<file path="config.mk">
export PLATFORM = sky130hd
export DESIGN_NAME = i2c_reg_slave
export DESIGN_NICKNAME = d
export VERILOG_FILES = /design/src/rtl/i2c_slv_pkg.sv /design/src/rtl/i2c_slv_sync.sv /design/src/rtl/i2c_slv_ptr.sv /design/src/rtl/i2c_slv_ctrl.sv /design/src/rtl/i2c_reg_slave.sv
export SDC_FILE = /design/constraint.sdc
export NUM_CORES = 1
export LEC_CHECK = 0
export BUFFER_PORTS_ARGS = -buffer_cell sky130_fd_sc_hd__buf_2
export CORE_ASPECT_RATIO = 0.6
export CORE_MARGIN = 1.5
export CORE_UTILIZATION = 61
export DETAILED_ROUTE_END_ITERATION = 10
export GPL_TIMING_DRIVEN = 0
export PLACE_DENSITY_LB_ADDON = 0.08
export SYNTH_ARGS = -nofsm -noshare
export SYNTH_HDL_FRONTEND = slang
export SYNTH_SLANG_ARGS = --single-unit
</file>
<file path="constraint.sdc">
create_clock -name clk_i -period 5.75 [get_ports clk_i]
set_input_delay 1.15 -clock clk_i [delete_from_list [all_inputs] [get_ports clk_i]]
set_output_delay 1.15 -clock clk_i [all_outputs]
set_load 0.02 [all_outputs]
</file>
<file path="src/rtl/i2c_slv_pkg.sv">
package i2c_slv_pkg;
  typedef enum logic [2:0] {
    ST_IDLE,
    ST_RX,
    ST_ACK,
    ST_TX,
    ST_TX_ACK
  } state_e;

  typedef enum logic [1:0] {
    PH_ADDR,
    PH_PTR,
    PH_DATA
  } phase_e;

  localparam logic [3:0] DEV_PREFIX = 4'b1000;
endpackage

</file>
<file path="src/rtl/i2c_slv_sync.sv">
module i2c_slv_sync #(
  parameter int STAGES = 2
) (
  input  logic clk_i,
  input  logic rst_ni,
  input  logic scl_i,
  input  logic sda_i,
  output logic sda_s_o,
  output logic scl_rise_o,
  output logic scl_fall_o,
  output logic start_o,
  output logic stop_o
);
  logic [STAGES-1:0] scl_ff, sda_ff;
  logic scl_q, sda_q, scl_s;

  always_ff @(posedge clk_i or negedge rst_ni) begin
    if (!rst_ni) begin
      scl_ff <= '1;
      sda_ff <= '1;
      scl_q  <= 1'b1;
      sda_q  <= 1'b1;
    end else begin
      scl_ff <= {scl_ff[STAGES-2:0], scl_i};
      sda_ff <= {sda_ff[STAGES-2:0], sda_i};
      scl_q  <= scl_ff[STAGES-1];
      sda_q  <= sda_ff[STAGES-1];
    end
  end

  assign scl_s      = scl_ff[STAGES-1];
  assign sda_s_o    = sda_ff[STAGES-1];
  assign scl_rise_o = scl_s & ~scl_q;
  assign scl_fall_o = ~scl_s & scl_q;
  // data edge with clock held high
  assign start_o    = scl_s & scl_q & sda_q & ~sda_s_o;
  assign stop_o     = scl_s & scl_q & ~sda_q & sda_s_o;
endmodule

</file>
<file path="src/rtl/i2c_slv_ptr.sv">
module i2c_slv_ptr #(
  parameter int REG_COUNT = 17,
  localparam int AW = $clog2(REG_COUNT),
  localparam logic [AW-1:0] TOP = AW'(REG_COUNT - 1)
) (
  input  logic          clk_i,
  input  logic          rst_ni,
  input  logic          load_i,
  input  logic [AW-1:0] load_val_i,
  input  logic          inc_i,
  output logic [AW-1:0] ptr_o
);
  always_ff @(posedge clk_i or negedge rst_ni) begin
    if (!rst_ni)                   ptr_o <= '0;
    else if (load_i)               ptr_o <= load_val_i;
    else if (inc_i && ptr_o != TOP) ptr_o <= ptr_o + AW'(1);
  end
endmodule

</file>
<file path="src/rtl/i2c_slv_ctrl.sv">
module i2c_slv_ctrl
  import i2c_slv_pkg::*;
#(
  parameter int REG_COUNT = 17,
  localparam int AW = $clog2(REG_COUNT),
  localparam logic [7:0] TOP_B = 8'(REG_COUNT - 1)
) (
  input  logic          clk_i,
  input  logic          rst_ni,
  input  logic          sda_s_i,
  input  logic          scl_rise_i,
  input  logic          scl_fall_i,
  input  logic          start_i,
  input  logic          stop_i,
  input  logic [6:0]    dev_addr_i,
  input  logic [7:0]    rdata_i,
  output logic          sda_oe_o,
  output logic          we_o,
  output logic [7:0]    wdata_o,
  output logic          ptr_load_o,
  output logic [AW-1:0] ptr_val_o,
  output logic          ptr_inc_o
);
  state_e     state_q;
  phase_e     phase_q;
  logic [3:0] bit_cnt_q;
  logic [7:0] shift_q;
  logic       rw_q;
  logic       byte_done, quiet;

  assign quiet     = ~start_i & ~stop_i;
  assign byte_done = quiet & (state_q == ST_RX) & scl_fall_i & (bit_cnt_q == 4'd8);

  assign ptr_load_o = byte_done & (phase_q == PH_PTR) & (shift_q <= TOP_B);
  assign ptr_val_o  = shift_q[AW-1:0];
  assign ptr_inc_o  = quiet & scl_fall_i &
                      (((state_q == ST_ACK) & (phase_q == PH_DATA)) |
                       ((state_q == ST_TX) & (bit_cnt_q == 4'd7)));
  assign wdata_o    = shift_q;

  always_ff @(posedge clk_i or negedge rst_ni) begin
    if (!rst_ni) begin
      state_q   <= ST_IDLE;
      phase_q   <= PH_ADDR;
      bit_cnt_q <= '0;
      shift_q   <= '0;
      rw_q      <= 1'b0;
      sda_oe_o  <= 1'b0;
      we_o      <= 1'b0;
    end else begin
      we_o <= 1'b0;
      if (start_i) begin
        state_q   <= ST_RX;
        phase_q   <= PH_ADDR;
        bit_cnt_q <= '0;
        sda_oe_o  <= 1'b0;
      end else if (stop_i) begin
        state_q  <= ST_IDLE;
        sda_oe_o <= 1'b0;
      end else begin
        unique case (state_q)
          ST_RX: begin
            if (scl_rise_i && bit_cnt_q != 4'd8) begin
              shift_q   <= {shift_q[6:0], sda_s_i};
              bit_cnt_q <= bit_cnt_q + 4'd1;
            end else if (byte_done) begin
              bit_cnt_q <= '0;
              unique case (phase_q)
                PH_ADDR: begin
                  if (shift_q[7:1] == dev_addr_i) begin
                    rw_q     <= shift_q[0];
                    state_q  <= ST_ACK;
                    sda_oe_o <= 1'b1;
                  end else state_q <= ST_IDLE;
                end
                PH_PTR: begin
                  if (shift_q <= TOP_B) begin
                    state_q  <= ST_ACK;
                    sda_oe_o <= 1'b1;
                  end else state_q <= ST_IDLE;
                end
                default: begin
                  state_q  <= ST_ACK;
                  sda_oe_o <= 1'b1;
                  we_o     <= 1'b1;
                end
              endcase
            end
          end
          ST_ACK: begin
            if (scl_fall_i) begin
              bit_cnt_q <= '0;
              if (phase_q == PH_ADDR && rw_q) begin
                state_q  <= ST_TX;
                shift_q  <= rdata_i;
                sda_oe_o <= ~rdata_i[7];
              end else begin
                state_q  <= ST_RX;
                sda_oe_o <= 1'b0;
                phase_q  <= (phase_q == PH_ADDR) ? PH_PTR : PH_DATA;
              end
            end
          end
          ST_TX: begin
            if (scl_fall_i) begin
              if (bit_cnt_q == 4'd7) begin
                state_q   <= ST_TX_ACK;
                sda_oe_o  <= 1'b0;
                bit_cnt_q <= '0;
              end else begin
                shift_q   <= {shift_q[6:0], 1'b0};
                sda_oe_o  <= ~shift_q[6];
                bit_cnt_q <= bit_cnt_q + 4'd1;
              end
            end
          end
          ST_TX_ACK: begin
            if (scl_rise_i && sda_s_i) begin
              state_q <= ST_IDLE;   // host declined more data
            end else if (scl_fall_i) begin
              state_q  <= ST_TX;
              shift_q  <= rdata_i;
              sda_oe_o <= ~rdata_i[7];
            end
          end
          default: ;
        endcase
      end
    end
  end
endmodule

</file>
<file path="src/rtl/i2c_reg_slave.sv">
module i2c_reg_slave
  import i2c_slv_pkg::*;
#(
  parameter int REG_COUNT   = 17,
  parameter int SYNC_STAGES = 2,
  localparam int AW = $clog2(REG_COUNT)
) (
  input  logic          clk_i,
  input  logic          rst_ni,
  input  logic          scl_i,
  input  logic          sda_i,
  output logic          sda_oe_o,
  input  logic [2:0]    addr_sel_i,
  output logic          reg_we_o,
  output logic [AW-1:0] reg_addr_o,
  output logic [7:0]    reg_wdata_o,
  input  logic [7:0]    reg_rdata_i
);
  logic sda_s, scl_rise, scl_fall, start, stop;
  logic ptr_load, ptr_inc;
  logic [AW-1:0] ptr_val;

  i2c_slv_sync #(.STAGES(SYNC_STAGES)) sync_i (
    .clk_i, .rst_ni, .scl_i, .sda_i,
    .sda_s_o(sda_s), .scl_rise_o(scl_rise), .scl_fall_o(scl_fall),
    .start_o(start), .stop_o(stop)
  );

  i2c_slv_ctrl #(.REG_COUNT(REG_COUNT)) ctrl_i (
    .clk_i, .rst_ni,
    .sda_s_i(sda_s), .scl_rise_i(scl_rise), .scl_fall_i(scl_fall),
    .start_i(start), .stop_i(stop),
    .dev_addr_i({DEV_PREFIX, addr_sel_i}),
    .rdata_i(reg_rdata_i),
    .sda_oe_o, .we_o(reg_we_o), .wdata_o(reg_wdata_o),
    .ptr_load_o(ptr_load), .ptr_val_o(ptr_val), .ptr_inc_o(ptr_inc)
  );

  i2c_slv_ptr #(.REG_COUNT(REG_COUNT)) ptr_i (
    .clk_i, .rst_ni,
    .load_i(ptr_load), .load_val_i(ptr_val), .inc_i(ptr_inc),
    .ptr_o(reg_addr_o)
  );
endmodule

</file>
==> flow_metrics.env, run 1 <==
export IMPL_status="complete, no violations"
export IMPL_h_tree_depth=2
export IMPL_slew_headroom_pct=54.5
export IMPL_drt_first_iter_violations=180
export IMPL_drt_pass1_iterations=5
export IMPL_seq_area_frac_synth_pct=39.3
export IMPL_antenna_found_initial=0
export IMPL_layout_nets=255
export IMPL_synth_edf_count=0
export IMPL_hold_viol_final=0
export IMPL_grt_pass1_vias=1457
export IMPL_die_area_um2=3630
export IMPL_io_buffer_count=29
export IMPL_num_antenna_cells=0
export IMPL_avgSynthCellArea_um2=9.95
export IMPL_crit_buf_inv=1
export IMPL_multi_input_area_um2=1100
export IMPL_powerDensity_nw_per_um2=391
export IMPL_ys_ff_latch=31
export IMPL_num_fill_cells=188
export IMPL_syn_num_nets=219
export IMPL_fin_crit_sh_pct=37.1
export IMPL_synthCells=200
export IMPL_core_area_um2=2980
export IMPL_setup_ws_ns=3.62
export IMPL_grt_max_degree=32
export IMPL_fp_row_count=15
export IMPL_drive_gt1_share_pct=32.9
export IMPL_io_pins=30
export IMPL_arrival_ns=0.98
export IMPL_numCtsBuffers=5
export IMPL_final_cells=279
export IMPL_placed_cells=271
export IMPL_syn_to_final_growth_pct=15.8
export IMPL_min_period_ns=2.13
export IMPL_design_area_um2=2310
export IMPL_tns_ns=0
export IMPL_path_clk_slew_ns=0.07
export IMPL_cts_tree="yes"
export IMPL_synth_top_cell_area_share_pct=31.4
export IMPL_wl_per_cell_um=16.6
export IMPL_vias_per_cell=6.27
export IMPL_postCtsSetupBuffers=0
export IMPL_final_common_cell="buf_2"
export IMPL_critPathKind="flop to output pin"
export IMPL_ctsResizeCount=0
export IMPL_gp_congestion=0.949
export IMPL_ir_worst_vdd_uv=324
export IMPL_wirelength_um=4640
export IMPL_drcViolationCount=0
export IMPL_cp_cell_sequence="buf_2"
export IMPL_cpMaxStageDelayCell="dfrtp_1"
export IMPL_cp_required_ns=4.60
export IMPL_worst_skew_pair_late_latency_ns=0.28
export IMPL_finalSetupViolations=0
export IMPL_max_stage_delay_ns=0.48
export IMPL_drv_cap=0
export IMPL_synthTopCellsByArea="dfrtp_1 (31%), dfstp_2 (7.9%), mux2_2 (7.9%)"
export IMPL_drv_slew=0
export IMPL_synthArstFlopShare_pct=100
export IMPL_synthesis_area_um2=1990
export IMPL_grt_use_total_pct=27.1
export IMPL_critical_path_max_fanout=6
export IMPL_cpLargestDelayFamily="flip-flops"
export IMPL_hold_buffers=0
export IMPL_hpwl_um=3390
export IMPL_seq_area_um2=783
export IMPL_placed_area_um2=2190
export IMPL_clock_fmax_ghz=0.469
export IMPL_dp_slack_ns=3.44
export IMPL_start_util_pct=66.7
export IMPL_ys_flop_type="dfrtp_1"
export IMPL_yosysUniqueCellTypes=57
export IMPL_cts_root_buffer="clkbuf_8"
export IMPL_ant_nets=0
export IMPL_cts_sinks=31
export IMPL_grt_pass1_wl_um=7270
export IMPL_final_cell_mix="buf_2 (31), dfrtp_1 (25), nor2_1 (15)"
export IMPL_rsz0062_at_grt="false"
export IMPL_die_w_um=76.8
export IMPL_yosys_warnings=0
export IMPL_die_height_um=47.3
export IMPL_startpoint_type="flop"
export IMPL_hp_class="flop to flop"
export IMPL_skew_ns=0.00758
export IMPL_p_leak_nw=1.07
export IMPL_synth_top_cell_by_area="dfrtp_1"
export IMPL_cts_buffer_depth=2
export IMPL_overflow=0
export IMPL_max_slew_worst_pin_slew_ns=0.683
export IMPL_vias=1750
export IMPL_total_power_mw=0.901
export IMPL_cp_end_kind="output pin"
[state kept, by name (all words and copies together), names as in the netlist]
name / count
ctrl_i.sda_oe_o: 1
ctrl_i.wdata_o: 8
ctrl_i.rw_q: 1
ctrl_i.bit_cnt_q: 4
sync_i.scl_q: 1
ctrl_i.we_o: 1
ctrl_i.state_q: 3
sync_i.scl_ff: 2
ctrl_i.phase_q: 2
sync_i.sda_ff: 2
ptr_i.ptr_o: 5
sync_i.sda_q: 1
[final timing paths]
check                                                startpoint                            end  slack (ns)  depth (start not counted)
max in group asynchronous                                rst_ni  ctrl_i.state_q[0]$_DFFE_PN0P_        4.41                          1
worst max-delay path              ctrl_i.wdata_o[4]$_DFFE_PN0P_                 reg_wdata_o[4]        3.62                          1
worst min register to register       sync_i.scl_ff[0]$_DFF_PN1_     sync_i.scl_ff[1]$_DFF_PN1_        0.36                          0
worst max register to register  ctrl_i.bit_cnt_q[0]$_DFFE_PN0P_  ctrl_i.wdata_o[1]$_DFFE_PN0P_        3.73                          6
worst min-delay path                 sync_i.scl_ff[0]$_DFF_PN1_     sync_i.scl_ff[1]$_DFF_PN1_        0.36                          0
min in group asynchronous                                rst_ni  ctrl_i.state_q[2]$_DFFE_PN0P_        0.90                          1
[metal layers]
metal | track usage [%] | wire length [µm] | vias to the layer above
met5 | 0 | 0 | -
met4 | 6.67 | 28 | 0
met3 | 6.21 | 442 | 5
met2 | 38.1 | 1990 | 94
met1 | 41.8 | 2180 | 841
li1 | - | - | 810
[area by class of cell]
| class | instances | area share [%] |
|---|---|---|
| Buffer | 8 | 3.09 |
| Clock buffer | 6 | 3.58 |
| Clock inverter | 2 | 1.52 |
| Inverter | 10 | 1.63 |
| Multi-Input combinational cell | 151 | 47.6 |
| Sequential cell | 31 | 34.0 |
| Tap cell | 42 | 2.28 |
| Timing Repair Buffer | 29 | 6.29 |
[per-stage QoR]
step | utilization (%) | hold slack (ns)
finish | 77.3 | 0.356
global placement | 73.3 | 0.346
floorplan | - | 0.345
detailed placement | 73.3 | 0.347
CTS | 77.3 | 0.356
global route | 77.3 | 0.360
[Yosys cell counts (all sizes together), types with 2 or more instances]
library cell,count
dfrtp,25
nand2,15
nor2,15
mux2,14
o21ai,11
a21oi,10
inv,10
nand3,10
dfstp,6
buf,5
mux2i,5
nand2b,5
nor3b,5
a221o,4
and3,4
ha,4
nand3b,4
nor2b,4
and3b,3
clkbuf,3
o31ai,3
xnor2,3
a221oi,2
a22oi,2
and2,2
and2b,2
nand4,2
nor4b,2
o22ai,2
o41ai,2
[power by group]
group	total (mW)	switching [mW]	internal, mW
Clock	0.224	0.0836	0.140
Sequential	0.340	0.0719	0.268
Combinational	0.337	0.185	0.153
[cell families after synthesis]
kind of cell	Yosys count	synth area share, %
simple gates	76	22.8
compound gates	48	17.7
flops	31	39.3
mux	19	10.4
buf+inv	18	5.47
xor+xnor	4	1.76
fa+ha+maj	4	2.51
Power figures use the tool's default switching activity.
==> run 2, diff against run 1 <==
ABC_AREA = 1   (was not set)
CORE_UTILIZATION = 51   (was 61)
clock period = 1.72 ns   (was 5.75 ns; I/O delays follow)
==> run 2 against run 1 <==
  * Highest routed layer unchanged
  * Clock skew grew 0.0032 ns
  * Synthesized area grew 3.6%
  * Sequential power grew to 3.5 times the previous value
  * Register-to-register slack lost 3.7 ns
  * Clock power grew to 2.7 times the previous value
  * Count of clock-buffer cells in the layout grew 1
  * The run now ends with design-rule violations left
  * Sequential share of layout area shrank 3.6 points
  * Combinational power grew to 7.4 times the previous value
  * First-iteration DRC count shrank 24%
  * Cell area grew 12%
  * Largest power group is now combinational cells
  * Die area grew 23%
  * Wire length grew 12%
==> flow_metrics.env, run 2 <==
export IMPL_grt_pass1_wl_um=8310
export IMPL_cts_sinks=31
export IMPL_yosysUniqueCellTypes=33
export IMPL_final_cell_mix="nand2_1 (90), nand3_1 (31), buf_2 (30)"
export IMPL_clock_fmax_ghz=0.599
export IMPL_hpwl_um=3620
export IMPL_arrival_ns=1.86
export IMPL_status="complete, but fails checks"
export IMPL_die_area_um2=4450
export IMPL_skew_ns=0.0108
export IMPL_cts_buffer_depth=2
export IMPL_crit_buf_inv=2
export IMPL_wirelength_um=5200
export IMPL_p_int_mw=2.19
export IMPL_fin_crit_sh_pct=97.0
export IMPL_grt_use_total_pct=24.6
export IMPL_drt_pass1_iterations=8
export IMPL_ant_nets=0
export IMPL_h_tree_depth=2
export IMPL_drive_gt1_share_pct=30.3
export IMPL_yosysMostFrequentCell="nand2_1"
export IMPL_max_stage_delay_ns=0.46
export IMPL_worst_hold_slack_ns=0.0985
export IMPL_swShare_pct=49.1
export IMPL_p_comb_share_pct=58.5
export IMPL_core_area_um2=3760
export IMPL_drv_cap=0
export IMPL_worst_skew_pair_late_latency_ns=0.29
export IMPL_syn_to_final_growth_pct=24.9
export IMPL_cpMaxStageDelayCell="dfrtp_1"
export IMPL_synthCells=291
export IMPL_grt_pass1_vias=1766
export IMPL_netSwitchingPower_mw=2.11
export IMPL_cp_required_ns=1.91
export IMPL_violations="design-rule violations"
export IMPL_layout_nets=365
export IMPL_p_leak_nw=1.31
export IMPL_die_w_um=85.1
export IMPL_start_util_pct=54.8
export IMPL_synth_top_cell_area_share_pct=30.3
export IMPL_drv_slew=0
export IMPL_fp_row_count=17
export IMPL_synth_common_cells="nand2_1 (92), nand3_1 (32), nor2_1 (28)"
export IMPL_num_fill_cells=320
export IMPL_rsz0062_at_grt="true"
export IMPL_grt_max_degree=32
export IMPL_numCtsBuffers=5
export IMPL_die_height_um=52.3
export IMPL_hold_buffers=0
export IMPL_min_period_ns=1.67
export IMPL_slew_headroom_pct=53.7
export IMPL_startpoint_type="flop"
export IMPL_avgSynthCellArea_um2=7.09
export IMPL_critPathKind="flop to flop"
export IMPL_largest_reg_flops=8
export IMPL_final_common_cell="nand2_1"
export IMPL_critical_path_max_fanout=8
export IMPL_io_pins=30
export IMPL_cpLargestDelayFamily="simple AND/OR/NAND/NOR gates"
export IMPL_finalSetupViolations=0
export IMPL_synthTopCellsByArea="dfrtp_1 (30%), nand2_1 (17%), nand3_1 (7.8%)"
export IMPL_gp_congestion=0.932
export IMPL_num_antenna_cells=0
export IMPL_power_frac_seq_pct=27.7
export IMPL_yosys_warnings=0
export IMPL_pwr_share_clk_pct=13.9
export IMPL_tns_ns=0
export IMPL_cp_common_cell="nor2_1"
export IMPL_overflow=0
export IMPL_drcViolationCount=1
export IMPL_ys_flop_type="dfrtp_1"
export IMPL_vias_per_cell=5.35
export IMPL_cts_root_buffer="clkbuf_8"
export IMPL_hp_class="primary input to async pin"
export IMPL_hold_viol_final=0
export IMPL_synth_top_cell_by_area="dfrtp_1"
export IMPL_cp_cell_sequence="inv_2 -> nand3_2 -> inv_1 -> nand3_1 -> nor3_1 -> nand2_1 -> nor2_1 -> nor2_1"
export IMPL_syn_num_nets=310
export IMPL_seq_area_frac_synth_pct=38.0
export IMPL_io_buffer_count=29
export IMPL_multi_input_area_um2=1210
export IMPL_antenna_found_initial=0
export IMPL_synth_edf_count=0
export IMPL_drt_first_iter_violations=137
export IMPL_final_util_pct=68.4
export IMPL_cp_end_kind="flop"
export IMPL_wl_per_cell_um=13.2
export IMPL_path_clk_slew_ns=0.07
export IMPL_ir_worst_vdd_uv=1090
export IMPL_ys_ff_latch=31
export IMPL_cts_tree="yes"
export IMPL_powerDensity_nw_per_um2=1670
export IMPL_vias=2106
export IMPL_synthArstFlopShare_pct=100
export IMPL_max_slew_worst_pin_slew_ns=0.695
export IMPL_synthesis_area_um2=2060
export IMPL_seq_area_um2=783
-- run 2: final timing paths --
kind / from / end / slack [ns] / depth (start not counted)
worst max-delay path: ctrl_i.state_q[1]$_DFFE_PN0P_ / ctrl_i.rw_q$_DFFE_PN0P_ / 0.05 / 8
worst min-delay path: rst_ni / ctrl_i.wdata_o[5]$_DFFE_PN0P_ / 0.1 / 1
worst max register to register: ctrl_i.state_q[1]$_DFFE_PN0P_ / ctrl_i.rw_q$_DFFE_PN0P_ / 0.05 / 8
worst min register to register: sync_i.sda_ff[0]$_DFF_PN1_ / sync_i.sda_ff[1]$_DFF_PN1_ / 0.36 / 0
max in group asynchronous: rst_ni / ctrl_i.bit_cnt_q[1]$_DFFE_PN0P_ / 1.17 / 1
min in group clk_i: sda_i / sync_i.sda_ff[0]$_DFF_PN1_ / 0.16 / 1
-- run 2: per-stage QoR --
stage / cell area [µm²] / setup WS [ns] / cells / total power [mW]
finish: 2580 / 0.0509 / 394 / 4.30
global route: 2580 / -0.0438 / 394 / 4.66
CTS: 2410 / 0.00726 / 380 / 4.01
detailed placement: 2270 / -0.125 / 367 / 3.26
global placement: 2270 / -0.141 / 367 / 3.24
floorplan: 2060 / 0.125 / 291 / 2.73
-- run 2: final cells by class --
type	instances	area share (%)
well taps	47	2.28
clock inverters	1	0.194
flip-flops and latches	31	30.4
plain buffers	2	0.631
inverters	36	5.34
multi-input cells	224	47.1
clock buffers	7	3.35
repair buffers	46	10.7
-- run 2: layer usage --
layer	routed length, µm	track usage, %
met2	2050	32.8
met1	2730	39.1
met4	58	6.56
met3	367	5.20
met5	0	0
-- run 2: power groups by stage --
stage	Clock, mW	Sequential (mW)	Combinational [mW]
finish	0.597	1.19	2.51
global route	0.638	1.22	2.80
CTS	0.606	1.18	2.22
detailed placement	0	1.19	2.07
global placement	0	1.19	2.05
floorplan	0	1.27	1.46
-- run 2: worst register-to-register path, stage by stage, from the launching register on --
cell,delay (ns)
dfrtp_1,0.46
inv_2,0.11
nand3_2,0.22
inv_1,0.14
nand3_1,0.13
nor3_1,0.28
nand2_1,0.09
nor2_1,0.09
nor2_1,0.05
-- run 2: logic make-up after synthesis --
kind of cell / count (synthesis) / synth area share, %
XOR/XNOR: 4 / 1.70
AO/OA/AOI/OAI: 35 / 9.77
buffers and inverters: 38 / 7.28
adder cells (fa/ha/maj): 4 / 2.43
AND/OR/NAND/NOR: 179 / 40.8
flip-flops: 31 / 38.0
-- run 2: what timing repair did --
item | 4_1_cts | 5_1_grt
cloned | 0 | 2
endpoints found under the setup margin | 17 | 22
pin swaps | 4 | 12
resized for setup | 4 | 17
setup buffers | 5 | 12
